File: src/rtl/phyctl_pkg.sv
package phyctl_pkg;
   localparam int BUS_W  = 32;
   localparam int HALF_W = 16;
   localparam int OFF_W  = 12;

   localparam logic [OFF_W-1:0] OFF_SUSP  = 12'h004;
   localparam logic [OFF_W-1:0] OFF_MODE  = 12'h020;
   localparam logic [OFF_W-1:0] OFF_LINE  = 12'h030;
   localparam logic [OFF_W-1:0] OFF_PWRST = 12'h034;
   localparam logic [OFF_W-1:0] OFF_DETEN = 12'h040;
   localparam logic [OFF_W-1:0] OFF_DETST = 12'h044;

   localparam int LS_W     = 2;
   localparam int LS_LO    = 4;
   localparam int HD_BIT   = 7;
   localparam int PWR_W    = 2;
   localparam int PWRST_LO = 13;
endpackage

File: src/rtl/phyctl_mask_reg.sv
module phyctl_mask_reg #(
   parameter int            W   = 16,
   parameter logic [W-1:0]  RST = '0
) (
   input  logic         clk,
   input  logic         rst_n,
   input  logic         wr_i,
   input  logic [W-1:0] data_i,
   input  logic [W-1:0] mask_i,
   output logic [W-1:0] q_o
);
   generate
      if (W < 1 || W > phyctl_pkg::HALF_W) begin : g_bad_w
         $error("phyctl_mask_reg: W must be 1..16");
      end
   endgenerate

   genvar i;
   generate
      for (i = 0; i < W; i++) begin : g_bit
         always_ff @(posedge clk) begin
            if (!rst_n)
               q_o[i] <= RST[i];
            else if (wr_i && mask_i[i])
               q_o[i] <= data_i[i];
         end

         AST_MASK_HOLD: assert property (@(posedge clk) disable iff (!rst_n)
            (wr_i && !mask_i[i]) |=> (q_o[i] == $past(q_o[i])));
         AST_MASK_TAKE: assert property (@(posedge clk) disable iff (!rst_n)
            (wr_i && mask_i[i]) |=> (q_o[i] == $past(data_i[i])));
         AST_IDLE_HOLD: assert property (@(posedge clk) disable iff (!rst_n)
            !wr_i |=> $stable(q_o[i]));
      end
   endgenerate
endmodule

File: src/rtl/phyctl_line_detect.sv
module phyctl_line_detect #(
   parameter int LS_W        = 2,
   parameter int SYNC_STAGES = 0
) (
   input  logic            clk,
   input  logic            rst_n,
   input  logic [LS_W-1:0] ls_i,
   input  logic            det_en_i,
   input  logic            clr_req_i,
   output logic [LS_W-1:0] ls_sync_o,
   output logic            status_o
);
   generate
      if (SYNC_STAGES < 0 || SYNC_STAGES > 4) begin : g_bad_sync
         $error("phyctl_line_detect: SYNC_STAGES must be 0..4");
      end
   endgenerate

   generate
      if (SYNC_STAGES == 0) begin : g_direct
         assign ls_sync_o = ls_i;
      end else begin : g_sync
         logic [LS_W-1:0] stage_q [SYNC_STAGES];
         always_ff @(posedge clk) begin
            if (!rst_n) begin
               for (int k = 0; k < SYNC_STAGES; k++) stage_q[k] <= '0;
            end else begin
               stage_q[0] <= ls_i;
               for (int k = 1; k < SYNC_STAGES; k++) stage_q[k] <= stage_q[k-1];
            end
         end
         assign ls_sync_o = stage_q[SYNC_STAGES-1];
      end
   endgenerate

   logic [LS_W-1:0] ls_prev_q;
   logic            changed;

   assign changed = (ls_sync_o != ls_prev_q);

   always_ff @(posedge clk) begin
      if (!rst_n) begin
         ls_prev_q <= '0;
         status_o  <= 1'b0;
      end else begin
         ls_prev_q <= ls_sync_o;
         if (clr_req_i)
            status_o <= 1'b0;
         else if (det_en_i && changed)
            status_o <= 1'b1;
      end
   end

   AST_CLR_WINS: assert property (@(posedge clk) disable iff (!rst_n)
      clr_req_i |=> !status_o);
   AST_STICKY: assert property (@(posedge clk) disable iff (!rst_n)
      (status_o && !clr_req_i) |=> status_o);
   AST_SET_ON_CHANGE: assert property (@(posedge clk) disable iff (!rst_n)
      (det_en_i && changed && !clr_req_i) |=> status_o);
   AST_NO_SET_DISABLED: assert property (@(posedge clk) disable iff (!rst_n)
      (!det_en_i && !status_o) |=> !status_o);
endmodule

File: src/rtl/phyctl_read_mux.sv
module phyctl_read_mux #(
   parameter int ADDR_W = 8
) (
   input  logic                                  clk,
   input  logic                                  rst_n,
   input  logic                                  rd_en_i,
   input  logic [ADDR_W-1:0]                     addr_i,
   input  logic [phyctl_pkg::HALF_W-1:0]         susp_i,
   input  logic [phyctl_pkg::HALF_W-1:0]         mode_i,
   input  logic [phyctl_pkg::LS_W-1:0]           ls_i,
   input  logic                                  hd_i,
   input  logic [phyctl_pkg::PWR_W-1:0]          pwrst_i,
   input  logic                                  det_en_i,
   input  logic                                  det_st_i,
   output logic [phyctl_pkg::BUS_W-1:0]          rdata_o
);
   import phyctl_pkg::*;

   logic [HALF_W-1:0] low_word;
   logic              hit;

   always_comb begin
      low_word = '0;
      hit      = 1'b1;
      case (addr_i)
         OFF_SUSP[ADDR_W-1:0]:  low_word = susp_i;
         OFF_MODE[ADDR_W-1:0]:  low_word = mode_i;
         OFF_LINE[ADDR_W-1:0]: begin
            low_word[LS_LO +: LS_W] = ls_i;
            low_word[HD_BIT]        = hd_i;
         end
         OFF_PWRST[ADDR_W-1:0]: low_word[PWRST_LO +: PWR_W] = pwrst_i;
         OFF_DETEN[ADDR_W-1:0]: low_word[0] = det_en_i;
         OFF_DETST[ADDR_W-1:0]: low_word[0] = det_st_i;
         default:               hit = 1'b0;
      endcase
   end

   assign rdata_o = rd_en_i ? {{(BUS_W-HALF_W){1'b0}}, low_word} : '0;

   AST_UPPER_ZERO: assert property (@(posedge clk) disable iff (!rst_n)
      rdata_o[BUS_W-1:HALF_W] == '0);
   AST_UNMAPPED_ZERO: assert property (@(posedge clk) disable iff (!rst_n)
      (rd_en_i && !hit) |-> (rdata_o == '0));
endmodule

File: src/rtl/phyctl_regbank.sv
module phyctl_regbank #(
   parameter int           ADDR_W      = 8,
   parameter logic [15:0]  SUSP_RST    = 16'h1452,
   parameter logic [14:0]  PWR_REQ_RST = 15'h0014,
   parameter int           SYNC_STAGES = 0
) (
   input  logic              clk,
   input  logic              rst_n,
   input  logic              bus_sel_i,
   input  logic              bus_wr_i,
   input  logic [ADDR_W-1:0] bus_addr_i,
   input  logic [31:0]       bus_wdata_i,
   output logic [31:0]       bus_rdata_o,
   input  logic [1:0]        line_state_i,
   input  logic              host_disc_i,
   input  logic [1:0]        pipe_pwr_st_i,
   output logic              u2_only_o,
   output logic [14:0]       pipe_pwr_req_o,
   output logic [15:0]       utmi_susp_o,
   output logic              det_en_o,
   output logic              det_irq_o
);
   import phyctl_pkg::*;

   localparam int MIN_ADDR_W = 7;

   generate
      if (ADDR_W < MIN_ADDR_W || ADDR_W > OFF_W) begin : g_bad_addr
         $error("phyctl_regbank: ADDR_W must be 7..12");
      end
   endgenerate

   logic [HALF_W-1:0] wr_data, wr_mask;
   logic              wr_any, rd_any;
   logic              wr_susp, wr_mode, wr_deten, wr_detst;
   logic              clr_req, det_st;
   logic [LS_W-1:0]   ls_sync;
   logic [HALF_W-1:0] mode_q;

   assign wr_data  = bus_wdata_i[HALF_W-1:0];
   assign wr_mask  = bus_wdata_i[BUS_W-1:HALF_W];
   assign wr_any   = bus_sel_i &&  bus_wr_i;
   assign rd_any   = bus_sel_i && !bus_wr_i;
   assign wr_susp  = wr_any && (bus_addr_i == OFF_SUSP[ADDR_W-1:0]);
   assign wr_mode  = wr_any && (bus_addr_i == OFF_MODE[ADDR_W-1:0]);
   assign wr_deten = wr_any && (bus_addr_i == OFF_DETEN[ADDR_W-1:0]);
   assign wr_detst = wr_any && (bus_addr_i == OFF_DETST[ADDR_W-1:0]);
   assign clr_req  = wr_detst && wr_mask[0] && wr_data[0];

   phyctl_mask_reg #(.W(HALF_W), .RST(SUSP_RST)) u_susp (
      .clk(clk), .rst_n(rst_n), .wr_i(wr_susp),
      .data_i(wr_data), .mask_i(wr_mask), .q_o(utmi_susp_o));

   phyctl_mask_reg #(.W(HALF_W), .RST({1'b0, PWR_REQ_RST})) u_mode (
      .clk(clk), .rst_n(rst_n), .wr_i(wr_mode),
      .data_i(wr_data), .mask_i(wr_mask), .q_o(mode_q));

   phyctl_mask_reg #(.W(1), .RST(1'b0)) u_deten (
      .clk(clk), .rst_n(rst_n), .wr_i(wr_deten),
      .data_i(wr_data[0]), .mask_i(wr_mask[0]), .q_o(det_en_o));

   assign u2_only_o      = mode_q[HALF_W-1];
   assign pipe_pwr_req_o = mode_q[HALF_W-2:0];

   phyctl_line_detect #(.LS_W(LS_W), .SYNC_STAGES(SYNC_STAGES)) u_det (
      .clk(clk), .rst_n(rst_n), .ls_i(line_state_i), .det_en_i(det_en_o),
      .clr_req_i(clr_req), .ls_sync_o(ls_sync), .status_o(det_st));

   assign det_irq_o = det_en_o & det_st;

   phyctl_read_mux #(.ADDR_W(ADDR_W)) u_rmux (
      .clk(clk), .rst_n(rst_n), .rd_en_i(rd_any), .addr_i(bus_addr_i),
      .susp_i(utmi_susp_o), .mode_i(mode_q), .ls_i(ls_sync),
      .hd_i(host_disc_i), .pwrst_i(pipe_pwr_st_i), .det_en_i(det_en_o),
      .det_st_i(det_st), .rdata_o(bus_rdata_o));

   AST_IRQ_NEEDS_EN: assert property (@(posedge clk) disable iff (!rst_n)
      $fell(det_en_o) |-> !det_irq_o);
   AST_DETST_KEPT: assert property (@(posedge clk) disable iff (!rst_n)
      (det_st && !clr_req) |=> det_st);
   AST_RESET_VALUES: assert property (@(posedge clk)
      !rst_n |=> (utmi_susp_o == SUSP_RST && !u2_only_o && !det_en_o && !det_irq_o));
endmodule

File: config.mk
export PLATFORM = sky130hd
export DESIGN_NAME = phyctl_regbank
export DESIGN_NICKNAME = d
export VERILOG_FILES = /design/src/rtl/phyctl_pkg.sv /design/src/rtl/phyctl_mask_reg.sv /design/src/rtl/phyctl_line_detect.sv /design/src/rtl/phyctl_read_mux.sv /design/src/rtl/phyctl_regbank.sv
export SDC_FILE = /design/constraint.sdc
export NUM_CORES = 1
export LEC_CHECK = 0
export BUFFER_PORTS_ARGS = -buffer_cell sky130_fd_sc_hd__buf_2
export CAP_MARGIN = 20
export CORE_MARGIN = 2
export CORE_UTILIZATION = 44
export CTS_CLUSTER_DIAMETER = 100
export CTS_CLUSTER_SIZE = 30
export DETAILED_ROUTE_END_ITERATION = 6
export GPL_ROUTABILITY_DRIVEN = 0
export GPL_TIMING_DRIVEN = 0
export PLACE_DENSITY_LB_ADDON = 0.08
export SYNTH_ARGS = -nofsm -noshare
export SYNTH_HDL_FRONTEND = slang
export SYNTH_SLANG_ARGS = --single-unit
export TNS_END_PERCENT = 1
File: constraint.sdc
create_clock -name clk -period 3.2 [get_ports clk]
set_input_delay 0.96 -clock clk [delete_from_list [all_inputs] [get_ports clk]]
set_output_delay 0.96 -clock clk [all_outputs]
set_load 0.01 [all_outputs]
==> reports/results.ini, run 1 <==
[sta]
worst_pin_slew_ns=0.570
finalHoldViolations=0
setup_viol=0
period_needed_ns=3.19
slew_viol_final=0
rsz0062_at_grt=yes
finClkSkew_ns=0.00125
relSlewSlack_pct=62.0
setup_tns_ns=0
max_freq_mhz=313
finalCritPeriodShare_pct=99.8
fin_ws_ns=0.00765

[final_layout]
fin_util_pct=66.0
syn2layout_area_growth_pct=41.8
stdcell_area_um2=2930
layoutNonFillerInstCount=447
antennaDiodeCount=0
fin_nets=443
drive_above_1_share_pct=38.7

[drt]
num_vias=2488
drt-initial-drc-count=155
drt.antenna.violating_nets=0
wirelength_um=7130
vias_per_cell=5.57
drc=0
wl_per_cell_um=16.0
firstDrtPassIters=4

[clock_tree]
clkSinkCount=36
cts_root_buffer=clkbuf_8
clk_path_buf_depth=2
clk_latency_ns=0.29
cts_tree=built
htree_levels=2
cts_made_buffers=5
clk_pin_slew_worst_paths_ns=0.08

[logic_synthesis]
syn_inst=264
yosys.area.top_type=dfxtp_1
synth_edf_count=0
synth_common_cells=dfxtp_1, nand4_1, o21ai_0
synthTopCellsByArea=dfxtp_1, nand4_1, o21ai_0, a21oi_1, buf_4
synth_ff_type=dfxtp_1
synthArstFlopShare_pct=0
synth.distinct_cells=30
avgSynthCellArea_um2=7.83
ys_warn_count=0
yosysSeqAreaShare_pct=34.8
yosysMostFrequentCell=dfxtp_1
synth_top_area_share_pct=34.8
syn_area_um2=2070
ys_ff_latch=36

[global_routing]
grt_max_degree=12
grt_pass1_wl_um=10800
grt_remaining_overflow=0
grt_pass1_vias=2188
track_usage_pct=26.7
antenna_found_initial=0

[floorplanning]
ioPinCount=115
core.rowCount=24
die_h_um=72.6
dieArea_um2=5260
die_x_um=72.6
coreArea_um2=4440
start_util_pct=46.5

[critical_path]
crit_required_ns=2.24
crit_arrival_ns=2.23
crit_top_cell=buf_6
crit_type=input pin to output pin
cpPeakStageDelay_ns=0.30
startpoint_type=input pin
end_kind=output pin
cp_max_fo=5
cp_num_buf_inv=4
critical-path-top-delay-family=buffers and inverters
slowest_stage=nor4_4
path_cells=buf_6 > nor4_4 > and2_1 > buf_6 > buf_4 > a22oi_1 > a21oi_1 > buf_2

[placement]
hpwl_um=4840
postPlaceCellArea_um2=2670
place_ws_ns=-0.193
placed_cells=427
portBuffers=96

[run_status]
status=finished clean

[pwr]
max-vdd-ir-drop_v=0.000240
leakage_nw=1.29
p_per_area_nw_per_um2=318

[run]
drv_cap=0

[worst_hold_path]
hold_class=flip-flop to flip-flop

==> worst reg2reg max path: stages (launching register included) <==
cell	delay, ns
dfxtp_1	0.31
xnor2_1	0.13
nand2_1	0.09
a21oi_1	0.14
nor2_1	0.05
==> report_power, final <==
| part | leakage [nW] | switching, mW | internal (mW) |
|---|---|---|---|
| clock | 0.0510 | 0.173 | 0.172 |
| combinational | 0.945 | 0.0797 | 0.0595 |
| sequential | 0.291 | 0.000701 | 0.449 |
| total | 1.29 | 0.254 | 0.680 |
==> per-stage QoR <==
stage / total power, mW / hold WS (ns)
2_1_floorplan: 0.526 / 0.466
3_3_place_gp: 0.584 / 0.478
3_5_place_dp: 0.585 / 0.484
4_1_cts: 0.933 / 0.497
5_1_grt: 0.969 / 0.518
6_report: 0.934 / 0.498
==> area by class of cell <==
cell class / instances / area, um2
clock buffer: 6 / 82.6
fill: 410 / 1510
inverter: 1 / 3.75
buffer: 37 / 269
clock inverter: 2 / 10.0
timing repair buffer: 108 / 594
tap: 52 / 65.1
sequential: 36 / 721
multi-input combinational: 205 / 1190
==> registers in the layout (all words and copies together) (netlist names) <==
| name | cells |
|---|---|
| u_mode.q_o | 16 |
| u_susp.q_o | 16 |
| u_deten.q_o | 1 |
| u_det.status_o | 1 |
| u_det.ls_prev_q | 2 |
==> metal layers <==
metal	track usage [%]	part of all wire, %	vias up
met5	0	0	-
met4	5.97	0.28	0
met3	6.81	8.0	2
met2	44.3	50	94
met1	34.8	42	1185
li1	-	-	1207
==> layout by cell type (no fill, tap or decap), types with 6 or more instances in the layout <==
cell type	instances
clkbuf_8	6
nand2_1	23
buf_2	93
a21oi_1	29
o21ai_0	33
clkbuf_1	9
dfxtp_1	36
nand3_1	10
conb_1	16
and2_1	6
buf_6	11
a22oi_1	15
nor2_1	15
nand4_1	33
buf_4	30
==> kinds of logic (layout without fill, tap and decap cells) <==
kind of cell              after synthesis  count (layout)  synth area share [%]
other                                   1              16                 0.181
muxes                                   6               6                  3.09
DFF                                    36              36                  34.8
buffers and inverters                  38             154                  12.0
AOI/OAI and AO/OA                      78              78                  20.8
and+or+nand+nor                       101             101                  27.4
xor gates and xnor gates                4               4                  1.69
==> path summary, 6_finish.rpt <==
kind,startpoint,cells after the start,slack [ns],endpoint
min,u_mode.q_o[3],2,0.50,u_mode.q_o[3]
max,bus_addr_i[3],8,0.008,bus_rdata_o[13]
max reg2reg,u_det.ls_prev_q[1],4,2.37,u_det.status_o
min reg2reg,u_mode.q_o[3],2,0.50,u_mode.q_o[3]
==> timing repair <==
action / CTS / global route
cloned: 1 / 0
gates resized for setup: 16 / 8
setup endpoints to repair: 16 / 12
pin swaps: 6 / 7
setup buffers: 8 / 4
hold buffers: 0 / 0
No activity file was read; power rests on OpenSTA's default activity.
==> inputs of run 2 (changes only) <==
--- a/config.mk
+++ b/config.mk
@@ -5,13 +5,13 @@
 export SDC_FILE = /design/constraint.sdc
 export NUM_CORES = 1
 export LEC_CHECK = 0
-export BUFFER_PORTS_ARGS = -buffer_cell sky130_fd_sc_hd__buf_2
-export CAP_MARGIN = 20
+export CORE_ASPECT_RATIO = 1.1
 export CORE_MARGIN = 2
-export CORE_UTILIZATION = 44
+export CORE_UTILIZATION = 55
 export CTS_CLUSTER_DIAMETER = 100
 export CTS_CLUSTER_SIZE = 30
 export DETAILED_ROUTE_END_ITERATION = 6
+export DONT_BUFFER_PORTS = 1
 export GPL_ROUTABILITY_DRIVEN = 0
 export GPL_TIMING_DRIVEN = 0
 export PLACE_DENSITY_LB_ADDON = 0.08
==> run 2 against run 1 <==
  * Clock power decreased by 2%
  * Clock-buffer cell count unchanged
  * Worst hold slack improved by 0.016 ns
  * Highest routed layer unchanged
==> reports/results.ini, run 2 (synthesis results as in run 1) <==
[clock_tree]
clk_latency_ns=0.29  ; about the same
cts_made_buffers=5  ; unchanged
clk_path_buf_depth=2  ; unchanged
htree_levels=2  ; unchanged
cts_root_buffer=clkbuf_8
cts_tree=built
clk_pin_slew_worst_paths_ns=0.07  ; about the same
clkSinkCount=36  ; unchanged

[drt]
drt.antenna.violating_nets=0  ; unchanged
num_vias=2063  ; -17%
wirelength_um=6280  ; -12%
firstDrtPassIters=5  ; +1
vias_per_cell=6.10  ; +9.7%
wl_per_cell_um=18.6  ; +17%
drc=0  ; unchanged
drt-initial-drc-count=94  ; -39%

[floorplanning]
die_h_um=68.3  ; -5.9%
dieArea_um2=4270  ; -19%
core.rowCount=23  ; -4.2%
die_x_um=62.5  ; -14%
start_util_pct=57.0  ; +11 points
coreArea_um2=3630  ; -18%
ioPinCount=115  ; unchanged

[worst_hold_path]
hold_class=flip-flop to flip-flop

[sta]
slew_viol_final=0  ; unchanged
relSlewSlack_pct=51.7  ; -10 points
setup_tns_ns=0  ; unchanged
finClkSkew_ns=0.00419  ; +0.00294 ns
setup_viol=0  ; unchanged
finalCritPeriodShare_pct=97.2  ; -2.6 points
rsz0062_at_grt=yes
period_needed_ns=3.11  ; -0.0824 ns
worst_pin_slew_ns=0.724  ; +0.155 ns
finalHoldViolations=0  ; unchanged
max_freq_mhz=322  ; +2.6%

[global_routing]
grt_pass1_vias=1947  ; -11%
antenna_found_initial=0  ; unchanged
grt_remaining_overflow=0  ; unchanged
grt_pass1_wl_um=9610  ; -11%
grt_max_degree=12  ; unchanged
track_usage_pct=28.8  ; +2.2 points

[pwr]
total_power_mw=0.875  ; -6.4%
p_per_area_nw_per_um2=371  ; +16%
max-vdd-ir-drop_v=0.000239  ; -0.46%
leakage_nw=0.774  ; -40%

[final_layout]
layout_common_cells=dfxtp_1, nand4_1, o21ai_0, a21oi_1, nand2_1
fin_nets=336  ; -24%
syn2layout_area_growth_pct=14.0
drive_above_1_share_pct=19.4  ; -19 points
layout_commonest_cell=dfxtp_1
antennaDiodeCount=0  ; unchanged
reg.largest.list=u_mode.q_o x16, u_susp.q_o x16, u_det.ls_prev_q x2

[placement]
portBuffers=0  ; -100%
hpwl_um=4470  ; -7.6%

[critical_path]
end_kind=output pin
crit_required_ns=2.24  ; about the same
startpoint_type=input pin
crit_arrival_ns=2.15  ; -0.08 ns
crit_type=input pin to output pin
cp_max_fo=10  ; +5

[run_status]
status=finished clean

[run]
drv_cap=0  ; unchanged

run 2: metal layers:
metal  wire (um)  GRT usage (%)
met1        2490           33.2
met2        3130           51.7
met4          23           6.94
met3         638           10.4
met5           0              0
run 2: path summary, 6_finish.rpt:
path                                         start               to  slack [ns]  cells past startpoint
worst max-delay path                 bus_addr_i[6]  bus_rdata_o[10]        0.09                      7
worst min-delay path                u_det.status_o   u_det.status_o        0.51                      2
worst max register to register  u_det.ls_prev_q[1]   u_det.status_o        2.36                      4
worst min register to register      u_det.status_o   u_det.status_o        0.51                      2
run 2: final cells by class:
| class | count | area [um2] |
|---|---|---|
| fill | 345 | 1270 |
| clock buffer | 6 | 82.6 |
| inverter | 1 | 3.75 |
| buffer | 37 | 254 |
| tap | 50 | 62.6 |
| multi-input combinational | 205 | 1220 |
| sequential | 36 | 721 |
| timing repair buffer | 1 | 7.51 |
| clock inverter | 2 | 10.0 |
run 2: repair_timing:
action,4_1_cts,5_1_grt
resized for setup,4,16
hold buffers,0,0
endpoints found under the setup margin,15,16
pin swaps,0,3
endpoints found under the hold margin,0,0
setup buffers,0,1
run 2: metrics by stage:
stage	cell area [um2]	hold slack, ns	worst slack (ns)	std cells	util, %
3_3_place_gp	2190	0.493	-0.0873	329	60.3
4_1_cts	2300	0.513	-0.0299	337	63.4
5_1_grt	2360	0.562	-0.0198	338	65.0
6_report	2360	0.514	0.0900	338	65.0
3_5_place_dp	2190	0.497	-0.0940	329	60.3
2_1_floorplan	2120	0.466	0.102	279	-
run 2: report_power, final:
group          internal (mW)  switching, mW  total, mW  leakage (nW)
clock                  0.172          0.166      0.338        0.0510
sequential             0.449       0.000856      0.450         0.291
combinational         0.0335         0.0531     0.0866         0.433
run 2: critical path, cell delays in order:
cell and delay, ns:
buf_2 0.18, nor4b_4 0.26, and2_1 0.18, buf_6 0.16, buf_6 0.16, a22oi_1 0.10
nor2_2 0.15
==> inputs of run 3 (changes only) <==
==> constraint.sdc (replaced) <==
create_clock -name clk -period 2.7 [get_ports clk]
set_input_delay 0.81 -clock clk [delete_from_list [all_inputs] [get_ports clk]]
set_output_delay 0.81 -clock clk [all_outputs]
set_load 0.01 [all_outputs]
==> run 3 against run 2 <==
  * Setup slack worse by 0.11 ns
  * Worst hold slack improved by 0.0073 ns
  * Final area is 8.0% higher
  * The flow now finishes with violations (negative setup slack)
==> reports/results.ini, run 3 (synthesis results as in run 1) <==
[run_status]
status=finished with violations
violations=negative setup slack

[critical_path]
end_kind=output pin
crit_required_ns=1.89  ; -0.35 ns
worstSetupEndpoint=bus_rdata_o[5]
startpoint_type=input pin
reg2reg_from=u_det.ls_prev_q[1]
r2r_slack_ns=1.85  ; -0.51 ns
cp_max_fo=10  ; unchanged
cp-startpoint=bus_addr_i[4]
crit_type=input pin to output pin
reg2reg_to=u_det.status_o
crit_arrival_ns=1.91  ; -0.24 ns
r2r_cells=4  ; unchanged

[floorplanning]
core.rowCount=23  ; unchanged
dieArea_um2=4270  ; unchanged
die_h_um=68.3  ; unchanged
start_util_pct=57.0  ; unchanged
coreArea_um2=3630  ; unchanged
die_x_um=62.5  ; unchanged
ioPinCount=115  ; unchanged

[final_layout]
layoutNonFillerInstCount=349  ; +3.3%
drive_above_1_share_pct=25.4  ; +6.0 points
syn2layout_area_growth_pct=23.1
layout_common_cells=dfxtp_1, nand4_1, o21ai_0, a21oi_1, buf_4
antennaDiodeCount=0  ; unchanged
fin_util_pct=70.2  ; +5.2 points
reg.largest.list=u_mode.q_o x16, u_susp.q_o x16, u_det.ls_prev_q x2
fin_nets=347  ; +3.3%
layout_commonest_cell=dfxtp_1

[worst_hold_path]
hold_class=flip-flop to flip-flop
whs_path_depth=2  ; unchanged

[global_routing]
grt_max_degree=11  ; -1
track_usage_pct=31.2  ; +2.3 points
antenna_found_initial=0  ; unchanged
grt_remaining_overflow=0  ; unchanged
grt_pass1_vias=2080  ; +6.8%
grt_pass1_wl_um=10200  ; +6.0%

[clock_tree]
cts_tree=built
clkSinkCount=36  ; unchanged
postCtsHoldBufs=0  ; unchanged
htree_levels=2  ; unchanged
cts_made_buffers=5  ; unchanged
cts_root_buffer=clkbuf_8
clk_latency_ns=0.29  ; about the same
clk_pin_slew_worst_paths_ns=0.07  ; about the same
clk_path_buf_depth=2  ; unchanged

[drt]
drt-initial-drc-count=135  ; +44%
wl_per_cell_um=19.4  ; +4.1%
firstDrtPassIters=4  ; -1
drc=0  ; unchanged
wirelength_um=6760  ; +7.5%
drt.antenna.violating_nets=0  ; unchanged
num_vias=2196  ; +6.4%
vias_per_cell=6.29  ; +3.1%

[sta]
period_needed_ns=2.72
whs_ns=0.522  ; +0.00725 ns
finalHoldViolations=0  ; unchanged
finClkSkew_ns=0.00505  ; +0.000852 ns
rsz0062_at_grt=yes
relSlewSlack_pct=62.6  ; +11 points
max_freq_mhz=367
finalCritPeriodShare_pct=101
fin_ws_ns=-0.0219  ; -0.112 ns
slew_viol_final=0  ; unchanged
worst_pin_slew_ns=0.561  ; -0.163 ns
setup_viol=4  ; +4

[pwr]
switching_share_pct=24.9  ; -0.23 points
pwr-share-seq_pct=50.6  ; -0.8 points
p_comb_share_pct=11.0  ; +1.1 points
p_per_area_nw_per_um2=414  ; +12%
max-vdd-ir-drop_v=0.000378  ; +58%
p_int_mw=0.791  ; +21%
p_switching_mw=0.263  ; +19%
power_frac_clock_pct=38.4  ; -0.2 points
leakage_nw=0.856  ; +11%

[placement]
placed_cells=329  ; unchanged
hpwl_um=4430  ; -0.89%
portBuffers=0  ; unchanged

[run]
drv_cap=0  ; unchanged

-- run 3: cell count changes in the layout (fill, tap and decap cells not counted), sizes merged --
cell    delta
buf       +10
clkbuf     +3
clkinv     -2
-- run 3: how the worst min path moves through the flow --
stage                     slack (ns)              to      startpoint
final                           0.52  u_det.status_o  u_det.status_o
after global routing            0.55  u_det.status_o  u_det.status_o
after CTS                       0.53  u_det.status_o  u_det.status_o
after detailed placement        0.51  u_det.status_o  u_det.status_o
after global placement          0.49  u_det.status_o  u_det.status_o
after floorplan                 0.47  u_det.status_o  u_det.status_o
-- run 3: metal layers --
layer | GRT usage, % | routed length, um
met1 | 36.1 | 2660
met2 | 54.2 | 3330
met3 | 9.21 | 624
met4 | 13.9 | 141
met5 | 0 | 0
-- run 3: cell type report --
type | count | area (um2)
Sequential cell | 36 | 721
Tap cell | 50 | 62.6
Clock buffer | 8 | 90.1
Timing Repair Buffer | 12 | 103
Buffer | 37 | 313
Fill cell | 336 | 1080
Multi-Input combinational cell | 205 | 1250
Inverter | 1 | 3.75
-- run 3: through the flow --
step | total power [mW] | instance area (um2) | setup slack (ns) | TNS, ns
after detailed placement | 0.642 | 2190 | -0.289 | -3.84
after floorplan | 0.624 | 2130 | -0.0805 | -0.860
after global placement | 0.642 | 2190 | -0.264 | -3.39
after global routing | 1.08 | 2550 | -0.0641 | -0.613
final | 1.05 | 2550 | -0.0219 | -0.0476
after CTS | 1.04 | 2480 | -0.0204 | -0.171
-- run 3: critical path, cell delays in order --
cell	delay [ns]
buf_12	0.12
nor4_4	0.28
and2_4	0.18
buf_6	0.11
buf_6	0.12
a22oi_1	0.09
nor2_1	0.19
-- run 3: power by group through the flow --
| stage | Sequential, mW | Clock [mW] | Combinational [mW] |
|---|---|---|---|
| global route | 0.533 | 0.422 | 0.125 |
| detailed placement | 0.546 | 0 | 0.0964 |
| CTS | 0.533 | 0.402 | 0.108 |
| global placement | 0.546 | 0 | 0.0961 |
| floorplan | 0.546 | 0 | 0.0783 |
| finish | 0.533 | 0.405 | 0.115 |
-- run 3: timing repair --
| action | 4_1_cts | 5_1_grt |
|---|---|---|
| cloned | 1 | 0 |
| buffers inserted | 11 | 0 |
| pin swaps | 7 | 5 |
| setup endpoints to repair | 16 | 16 |
| resized for setup | 23 | 21 |
